$ cat config.mk
export PLATFORM = sky130hd
export DESIGN_NAME = hc_ecube_router
export DESIGN_NICKNAME = d
export VERILOG_FILES = /design/src/rtl/hc_pkg.sv /design/src/rtl/hc_route.sv /design/src/rtl/hc_rr_arb.sv /design/src/rtl/hc_lfsr.sv /design/src/rtl/hc_ecube_router.sv
export SDC_FILE = /design/constraint.sdc
export NUM_CORES = 1
export LEC_CHECK = 0
export ABC_AREA = 0
export CORE_MARGIN = 4
export CORE_UTILIZATION = 35
export DETAILED_ROUTE_END_ITERATION = 12
export GPL_TIMING_DRIVEN = 1
export MAX_ROUTING_LAYER = met4
export PLACE_DENSITY = 0.52
export SYNTH_ARGS = -nofsm -noshare
export SYNTH_HDL_FRONTEND = slang
export SYNTH_SLANG_ARGS = --single-unit
$ cat constraint.sdc
create_clock -name clk -period 10.83 [get_ports clk]
set_input_delay 3.249 -clock clk [delete_from_list [all_inputs] [get_ports clk]]
set_output_delay 3.249 -clock clk [all_outputs]
set_load 0.005 [all_outputs]
$ cat src/rtl/hc_pkg.sv
package hc_pkg;
    localparam int HC_DIM   = 3;
    localparam int HC_PORTS = HC_DIM + 1;
    localparam int HC_LOCAL = HC_DIM;
    localparam int HC_PW    = $clog2(HC_PORTS);

    typedef logic [HC_DIM-1:0] node_t;
    typedef logic [HC_PW-1:0]  port_t;

    typedef struct packed {
        logic  two_step;
        node_t mid;
        node_t dest;
    } msg_t;

    localparam int HC_MW = $bits(msg_t);

    // Port of the highest set bit, or the local port if none is set.
    function automatic port_t top_diff(node_t x);
        port_t r;
        r = port_t'(HC_LOCAL);
        for (int b = 0; b < HC_DIM; b++)
            if (x[b]) r = port_t'(b);
        return r;
    endfunction

    function automatic node_t lfsr_next(node_t s);
        return {s[HC_DIM-2:0], s[HC_DIM-1] ^ s[HC_DIM-2]};
    endfunction
endpackage

$ cat src/rtl/hc_route.sv
module hc_route
    import hc_pkg::*;
(
    input  node_t node_id,
    input  msg_t  msg_in,
    output port_t sel,
    output msg_t  msg_out
);
    node_t tgt;

    always_comb begin
        msg_out = msg_in;
        if (msg_in.two_step && (msg_in.mid == node_id))
            msg_out.two_step = 1'b0;
        tgt = msg_out.two_step ? msg_out.mid : msg_out.dest;
        sel = top_diff(tgt ^ node_id);
    end
endmodule

$ cat src/rtl/hc_rr_arb.sv
module hc_rr_arb #(
    parameter int N = 4
) (
    input  logic         clk,
    input  logic         rst,
    input  logic [N-1:0] req,
    output logic [N-1:0] gnt
);
    localparam int PW = $clog2(N);

    logic [PW-1:0] ptr_q, ptr_d;
    logic          found;

    always_comb begin
        gnt   = '0;
        found = 1'b0;
        for (int k = 0; k < N; k++) begin
            if (!found && req[(int'(ptr_q) + k) % N]) begin
                gnt[(int'(ptr_q) + k) % N] = 1'b1;
                found = 1'b1;
            end
        end
    end

    always_comb begin
        ptr_d = ptr_q;
        for (int k = 0; k < N; k++)
            if (gnt[k]) ptr_d = (k == N - 1) ? '0 : PW'(k + 1);
    end

    always_ff @(posedge clk) begin
        if (rst) ptr_q <= '0;
        else     ptr_q <= ptr_d;
    end

    // at most one winner, and only among requesters
    a_r7_one_winner: assert property (@(posedge clk) disable iff (rst)
        $onehot0(gnt));
    a_r7_winner_requested: assert property (@(posedge clk) disable iff (rst)
        (gnt & ~req) == '0);
    a_r7_no_idle_with_req: assert property (@(posedge clk) disable iff (rst)
        (req != '0) |-> (gnt != '0));
endmodule

$ cat src/rtl/hc_lfsr.sv
module hc_lfsr
    import hc_pkg::*;
#(
    parameter int SEED = 1
) (
    input  logic  clk,
    input  logic  rst,
    input  logic  adv,
    output node_t state
);
    always_ff @(posedge clk) begin
        if (rst)      state <= node_t'(SEED);
        else if (adv) state <= lfsr_next(state);
    end

    // the generator never locks up at zero
    a_r5_nonzero: assert property (@(posedge clk) disable iff (rst)
        state != '0);
endmodule

$ cat src/rtl/hc_ecube_router.sv
module hc_ecube_router
    import hc_pkg::*;
#(
    parameter int LFSR_SEED = 1
) (
    input  logic                      clk,
    input  logic                      rst,
    input  logic [HC_DIM-1:0]         node_id,
    input  logic [HC_PORTS-1:0]       in_valid,
    input  logic [HC_PORTS*HC_MW-1:0] in_msg,
    output logic [HC_PORTS-1:0]       in_ready,
    output logic [HC_PORTS-1:0]       out_valid,
    output logic [HC_PORTS*HC_MW-1:0] out_msg
);
    msg_t                slot_q [HC_PORTS];
    logic [HC_PORTS-1:0] occ_q;
    port_t               sel    [HC_PORTS];
    msg_t                fwd    [HC_PORTS];
    logic [HC_PORTS-1:0] req_v  [HC_PORTS];
    logic [HC_PORTS-1:0] gnt_v  [HC_PORTS];
    logic [HC_PORTS-1:0] taken;
    msg_t                pick   [HC_PORTS];
    logic [HC_PORTS-1:0] ov_q;
    msg_t                om_q   [HC_PORTS];
    node_t               mid_gen;
    logic                inject;

    assign in_ready = ~occ_q;
    assign inject   = in_valid[HC_LOCAL] && !occ_q[HC_LOCAL];

    hc_lfsr #(.SEED(LFSR_SEED)) u_lfsr (
        .clk   (clk),
        .rst   (rst),
        .adv   (inject),
        .state (mid_gen)
    );

    // Per-input route decision
    for (genvar i = 0; i < HC_PORTS; i++) begin : g_in
        hc_route u_route (
            .node_id (node_id),
            .msg_in  (slot_q[i]),
            .sel     (sel[i]),
            .msg_out (fwd[i])
        );

        always_ff @(posedge clk) begin
            if (rst) begin
                occ_q[i]  <= 1'b0;
                slot_q[i] <= '0;
            end else if (taken[i]) begin
                occ_q[i]  <= 1'b0;
            end else if (in_valid[i] && !occ_q[i]) begin
                occ_q[i]  <= 1'b1;
                slot_q[i] <= in_msg[i*HC_MW +: HC_MW];
                if (i == HC_LOCAL) slot_q[i].mid <= mid_gen;
            end
        end

        // a waiting message stays put and unchanged
        a_r8_hold: assert property (@(posedge clk) disable iff (rst)
            (occ_q[i] && !taken[i]) |=> (occ_q[i] && $stable(slot_q[i])));
    end

    // Per-output arbitration and output register
    for (genvar j = 0; j < HC_PORTS; j++) begin : g_out
        always_comb begin
            for (int i = 0; i < HC_PORTS; i++)
                req_v[j][i] = occ_q[i] && (sel[i] == port_t'(j));
        end

        hc_rr_arb #(.N(HC_PORTS)) u_arb (
            .clk (clk),
            .rst (rst),
            .req (req_v[j]),
            .gnt (gnt_v[j])
        );

        always_comb begin
            pick[j] = '0;
            for (int i = 0; i < HC_PORTS; i++)
                if (gnt_v[j][i]) pick[j] = fwd[i];
        end

        always_ff @(posedge clk) begin
            if (rst) begin
                ov_q[j] <= 1'b0;
                om_q[j] <= '0;
            end else begin
                ov_q[j] <= |gnt_v[j];
                om_q[j] <= pick[j];
            end
        end

        assign out_msg[j*HC_MW +: HC_MW] = om_q[j];
    end

    assign out_valid = ov_q;

    always_comb begin
        taken = '0;
        for (int j = 0; j < HC_PORTS; j++)
            taken = taken | gnt_v[j];
    end

    // a message on link k corrects exactly bit k, the highest differing bit
    for (genvar k = 0; k < HC_DIM; k++) begin : g_chk
        node_t tgt_k;
        assign tgt_k = om_q[k].two_step ? om_q[k].mid : om_q[k].dest;
        a_r2_top_bit: assert property (@(posedge clk) disable iff (rst)
            ov_q[k] |-> (((tgt_k ^ node_id) >> k) == node_t'(1)));
    end

    // local delivery only at the final destination
    a_r3_local_arrived: assert property (@(posedge clk) disable iff (rst)
        ov_q[HC_LOCAL] |-> (!om_q[HC_LOCAL].two_step && om_q[HC_LOCAL].dest == node_id));
endmodule

# Word-level counts from Yosys, hierarchy flattened
# Memory sizes are Yosys's and may differ from the RTL's.
# Index checks and enable logic that the tools add are counted.
[totals] rom_bits=0 ram_bits=56 elab_cells=397 latchBits=0 reg_bits=19 output_inout_bits=36 mem_count=2 inputBits=37
[op_classes] eq_ne=16 n_shift=0 reduce_logical=100 magnitude_cmp=32 bitwise=42 muxes=180 div_mod_pow=0 mul=0 addsub=12
[mem_list] memory="om_q" words=4 word_bits=7 rd=4 rd_ports_with_merged_regs=0 write_ports=4 line_no="hc_ecube_router.sv:24" rtl="msg_t om_q [HC_PORTS];"
[mem_list] memory="slot_q" words=4 word_bits=7 rd=4 rd_ports_with_merged_regs=0 write_ports=4 line_no="hc_ecube_router.sv:15" rtl="msg_t slot_q [HC_PORTS];"
[ops] cell="7-bit two-way mux" n=24
[ops] cell="1-bit two-way mux" n=79
[ops] cell="4-bit two-way mux" n=16
[ops] cell="4-bit bitwise OR" n=15
[ops] cell="1-bit logical AND" n=52
[ops] cell="3-bit by 4-bit less-than comparator with 1-bit output, second input constant" n=12
[ops] cell="2-bit two-way mux" n=24
[ops] cell="2-bit OR reduction" n=20
[ops] cell="3-bit by 1-bit >= comparator with 1-bit output, second input constant" n=12
[ops] cell="1-bit binary-select mux with 2-bit select" n=16
[ops] cell="1-bit demux with 2-bit select" n=16
[ops] cell="2-bit adder, second input constant" n=8
[ops] cell="2-bit equality test, second input constant" n=8
[ops] cell="1-bit logical NOT" n=16
[ops] cell="4-bit OR reduction" n=4
[ops] cell="3-bit two-way mux" n=5
[ops] cell="1-bit bitwise AND, first input constant" n=12
[ops] cell="3-bit equality test" n=4
[ops] cell="2-bit by 3-bit less-than comparator with 1-bit output, second input constant" n=4
[ops] cell="3-bit nonzero test" n=4
[ops] cell="3-bit bitwise XOR" n=4
[ops] cell="1-bit bitwise OR" n=9
[ops] cell="2-bit by 1-bit adder with 2-bit output, second input constant" n=4
[ops] cell="2-bit by 1-bit equality test with 1-bit output, second input constant" n=4
[ops] cell="4 further kinds" n=10

# Logic depth before layout (Yosys ltp)
# An unclocked memory read counts as a cell.
[logic_depth] word_depth=31 mapped_depth=14 mapped_depth_nobuf=10

# Modules after synthesis
# A second synthesis with hierarchy kept.
[hier_totals] hier_cells=632 area_unflattened_um2=5903.2
[modules_own_cells] module="hc_ecube_router" area_per_inst_um2=3040.4 instances=1 seq_area_each_um2=1561.5 cells_per_inst=301
[modules_own_cells] module="hc_rr_arb at g_out[0].u_arb ..." area_per_inst_um2=508.0 instances=3 seq_area_each_um2=40.0 cells_per_inst=55
[modules_own_cells] module="hc_route" area_per_inst_um2=203.9 instances=4 seq_area_each_um2=0.0 cells_per_inst=28
[modules_own_cells] module="hc_rr_arb at g_out[3].u_arb" area_per_inst_um2=411.6 instances=1 seq_area_each_um2=40.0 cells_per_inst=43
[modules_own_cells] module="hc_lfsr" area_per_inst_um2=111.4 instances=1 seq_area_each_um2=60.1 cells_per_inst=11

# Worst setup path before layout
# No wires, ideal clock.
[synth_timing] path_kind="input port to flip-flop" startpoint="input port node_id[0]" endpoint="memory slot_q[3][0] (netlist bit) (enable)" arrival_ps=6461 setup_slack_ps=3976 t_required_ps=10437 setup_time_ps=393 cell_stages=11 path_buffers=2 path_cell_list="buf_4 > xor2_4 > or4_1 > o21ai_1 > nor2_1 > mux4_2 > a31oi_1 > nor2_1 > a221o_1 > buf_2 > o41ai_1"
[synth_lines] item="from (decl)" line_no="hc_ecube_router.sv:8" rtl="input logic [HC_DIM-1:0] node_id,"
[synth_lines] item="to (decl)" line_no="hc_ecube_router.sv:15"

==> results.cfg <==
[placed_design]
finalWeightedCongestion = 0.921
dp_cells = 928
place_ws_ps = 2740
portBuffers = 69
dp_hpwl_mm = 15.5

[logic_synthesis]
synth_most_common_cell = dfxtp_1
ys_top_cells_by_area = dfxtp_1, edfxtp_1, ha_1
yosysTopAreaCell = dfxtp_1
yosysSeqAreaShare = 0.293
synthCells = 663
syn-num-nets = 728
yosysWarnings = 0
synth_cell_types = 92
avgSynthCellArea_um2 = 9.16
synth_ff_type = dfxtp_1
ys_ff_latch = 75
synth_common_cells = dfxtp_1, nor2_1, nand2_1, nand3_1
synth_edf_count = 28
async_flop_share = 0
netlist_area_um2 = 6080
synth_top_cell_area_share = 0.155

[clock_tree]
post_cts_buffers = 0
ctsResizeCount = 0
clk_latency_ps = 340
cts_root_buffer = clkbuf_16
cts_tree = done
cts_sinks = 75
cts_buffers = 9
ctsLongestPathBuffers = 2
cts_htree_levels = 3
clkTransAtPathRegs_ps = 60
cts_hold_buf = 0

[global_route]
grt_start_max_net_pins = 34
grt_usage = 0.211
antenna_found_initial = 0
overflow = 0
grt_pass1_wl_mm = 31.6
grt_pass1_vias = 5381

[floorplan]
fp.dieArea_um2 = 19500
die_x_um = 140
fp.dieH_um = 140
floorplan.initialDensity = 0.361
core_area_um2 = 16800
boundaryPins = 73
row_count = 47

[setup_path]
crit_path_max_fanout = 15
r2r_end = om_q[0][0]
reg2reg_depth = 10
cp_slowest_cell = clkdlybuf4s50_1
critPathCaptureType = register
worst_setup_path_start_kind = input port
endpoint = slot_q[2][1]
path_cells = clkdlybuf4s50_1 > xor2_1 > nor4_1 > o2111ai_1 > mux4_2 > nand3_1 > o21ai_0 > a211oi_2 > nand2b_1 > nor3_1 > a21o_1
max_stage_delay_ps = 1060
required_ps = 10830
reg2reg_slack_ps = 6400
crit_type = input port to register
r2r_start = g_out[0].u_arb.ptr_q[0]
arrival_ps = 7790
cp-startpoint = node_id[1]

[power_and_ir_drop]
powerDensity_nw_per_um2 = 275
p_leak_nw = 2.63
power_mw = 1.98
peakVddDrop_v = 0.000112

[routing]
via_per_inst = 6.05
num_vias = 5709
met1_length_mm = 9.58
wl_met2_mm = 9.16
drc = 0
avgRoutedWirePerCell_um = 21.8
drtIter0Drc = 590
wirelength_mm = 20.6
drtAntennaViolNets = 0
first_pass_iters = 5
wl_met3_mm = 1.26
route.top_layer_used = met4

[timing]
tightest_slew_ps = 1050
max_slew_margin = 0.295
hold_violations = 0
timing.final.ws_setup_ps = 3050
fmax_mhz = 128
min_period_over_period = 0.719
min_period_ps = 7780
fin_skew_ps = 7.60
finalSetupViolations = 0
drv_slew = 0
setup_tns_ps = 0
rsz0062_at_grt = no

[finish]
seq_area_um2 = 1780
fillCellCount = 1640
area_growth_pct = 18.7
multi_input_area_um2 = 3990
antenna_cells = 0
fin_nets = 784
stdcell_count = 944
drive_gt1_frac = 0.101

[flow_run]
drv_cap = 0

[worst_hold_path]
hold_class = register to register
whs_path_depth = 2

[run_status]
outcome = completed
==> logic make-up after synthesis <==
logic type,synth area share
adder cells (fa/ha/maj),0.0577
XOR/XNOR,0.0692
flip-flops,0.293
AO/OA/AOI/OAI,0.240
AND/OR/NAND/NOR,0.227
buffers and inverters,0.0500
multiplexers,0.0630
==> flip-flops by register name, summed over array words and instances, names as in the netlist <==
name,cells
om_q,28
slot_q,28
g_out.u_arb.ptr_q,8
occ_q,4
out_valid,4
u_lfsr.state,3
==> worst min path at each step <==
stage	start	end	slack, ps
floorplan	u_lfsr.state[0]	u_lfsr.state[1]	470
global placement	u_lfsr.state[0]	u_lfsr.state[1]	500
detailed placement	u_lfsr.state[0]	u_lfsr.state[0]	510
CTS	u_lfsr.state[0]	u_lfsr.state[0]	530
global route	u_lfsr.state[2]	u_lfsr.state[2]	570
finish	u_lfsr.state[0]	u_lfsr.state[1]	520
==> worst max-delay path: cells and delay by family <==
| family | cells | cell delay (ps) |
|---|---|---|
| mux | 1 | 650 |
| xor+xnor | 1 | 350 |
| buf+inv | 1 | 1060 |
| simple gates | 4 | 1200 |
| compound gates | 4 | 1270 |
==> placed cells by master (no fill, tap or decap), types with 6 or more instances in the layout <==
cell type,instances
ha_1,28
a21o_1,8
a211oi_1,7
a221oi_1,17
edfxtp_1,28
nor4_2,7
mux2i_1,18
a22o_1,7
nor4_1,14
xor2_1,20
dfxtp_1,47
and2_1,10
a21oi_1,25
a211o_1,6
a221o_1,12
o21ai_0,10
a31oi_1,13
nor2b_1,10
clkbuf_16,9
or3_1,11
a32o_1,7
nand2_1,43
xnor2_1,23
buf_4,7
clkdlybuf4s50_1,69
nor2_1,46
o211ai_1,8
inv_1,27
or2_2,6
nand3_1,29
nand4_1,6
nor3_1,20
and3_1,14
mux4_2,7
==> report_power, final <==
group | total, mW | internal (mW) | switching, mW
registers | 0.594 | 0.408 | 0.186
clock network | 0.317 | 0.200 | 0.117
logic | 1.07 | 0.427 | 0.643
total | 1.98 | 1.03 | 0.945
==> through the flow <==
| stage | hold slack [ps] | utilization | instance area [um2] |
|---|---|---|---|
| 5_1_grt | 570 | 0.429 | 7210 |
| 4_1_cts | 529 | 0.429 | 7210 |
| 6_report | 521 | 0.429 | 7210 |
| 2_1_floorplan | 473 | - | 6080 |
| 3_3_place_gp | 505 | 0.410 | 6900 |
| 3_5_place_dp | 511 | 0.410 | 6900 |
==> layer usage <==
layer | GRT usage | vias to the layer above
met4 | 0.0694 | 0
met5 | - | -
met1 | 0.296 | 2732
met3 | 0.0254 | 37
met2 | 0.316 | 271
li1 | - | 2669
==> final cells by class <==
| class | count | area share |
|---|---|---|
| clock buffer | 10 | 0.0317 |
| inverter | 30 | 0.0156 |
| timing repair buffer | 76 | 0.103 |
| clock inverter | 6 | 0.0113 |
| multi-input combinational | 527 | 0.553 |
| tap | 220 | 0.0382 |
| sequential | 75 | 0.247 |
Power figures use the tool's default switching activity.
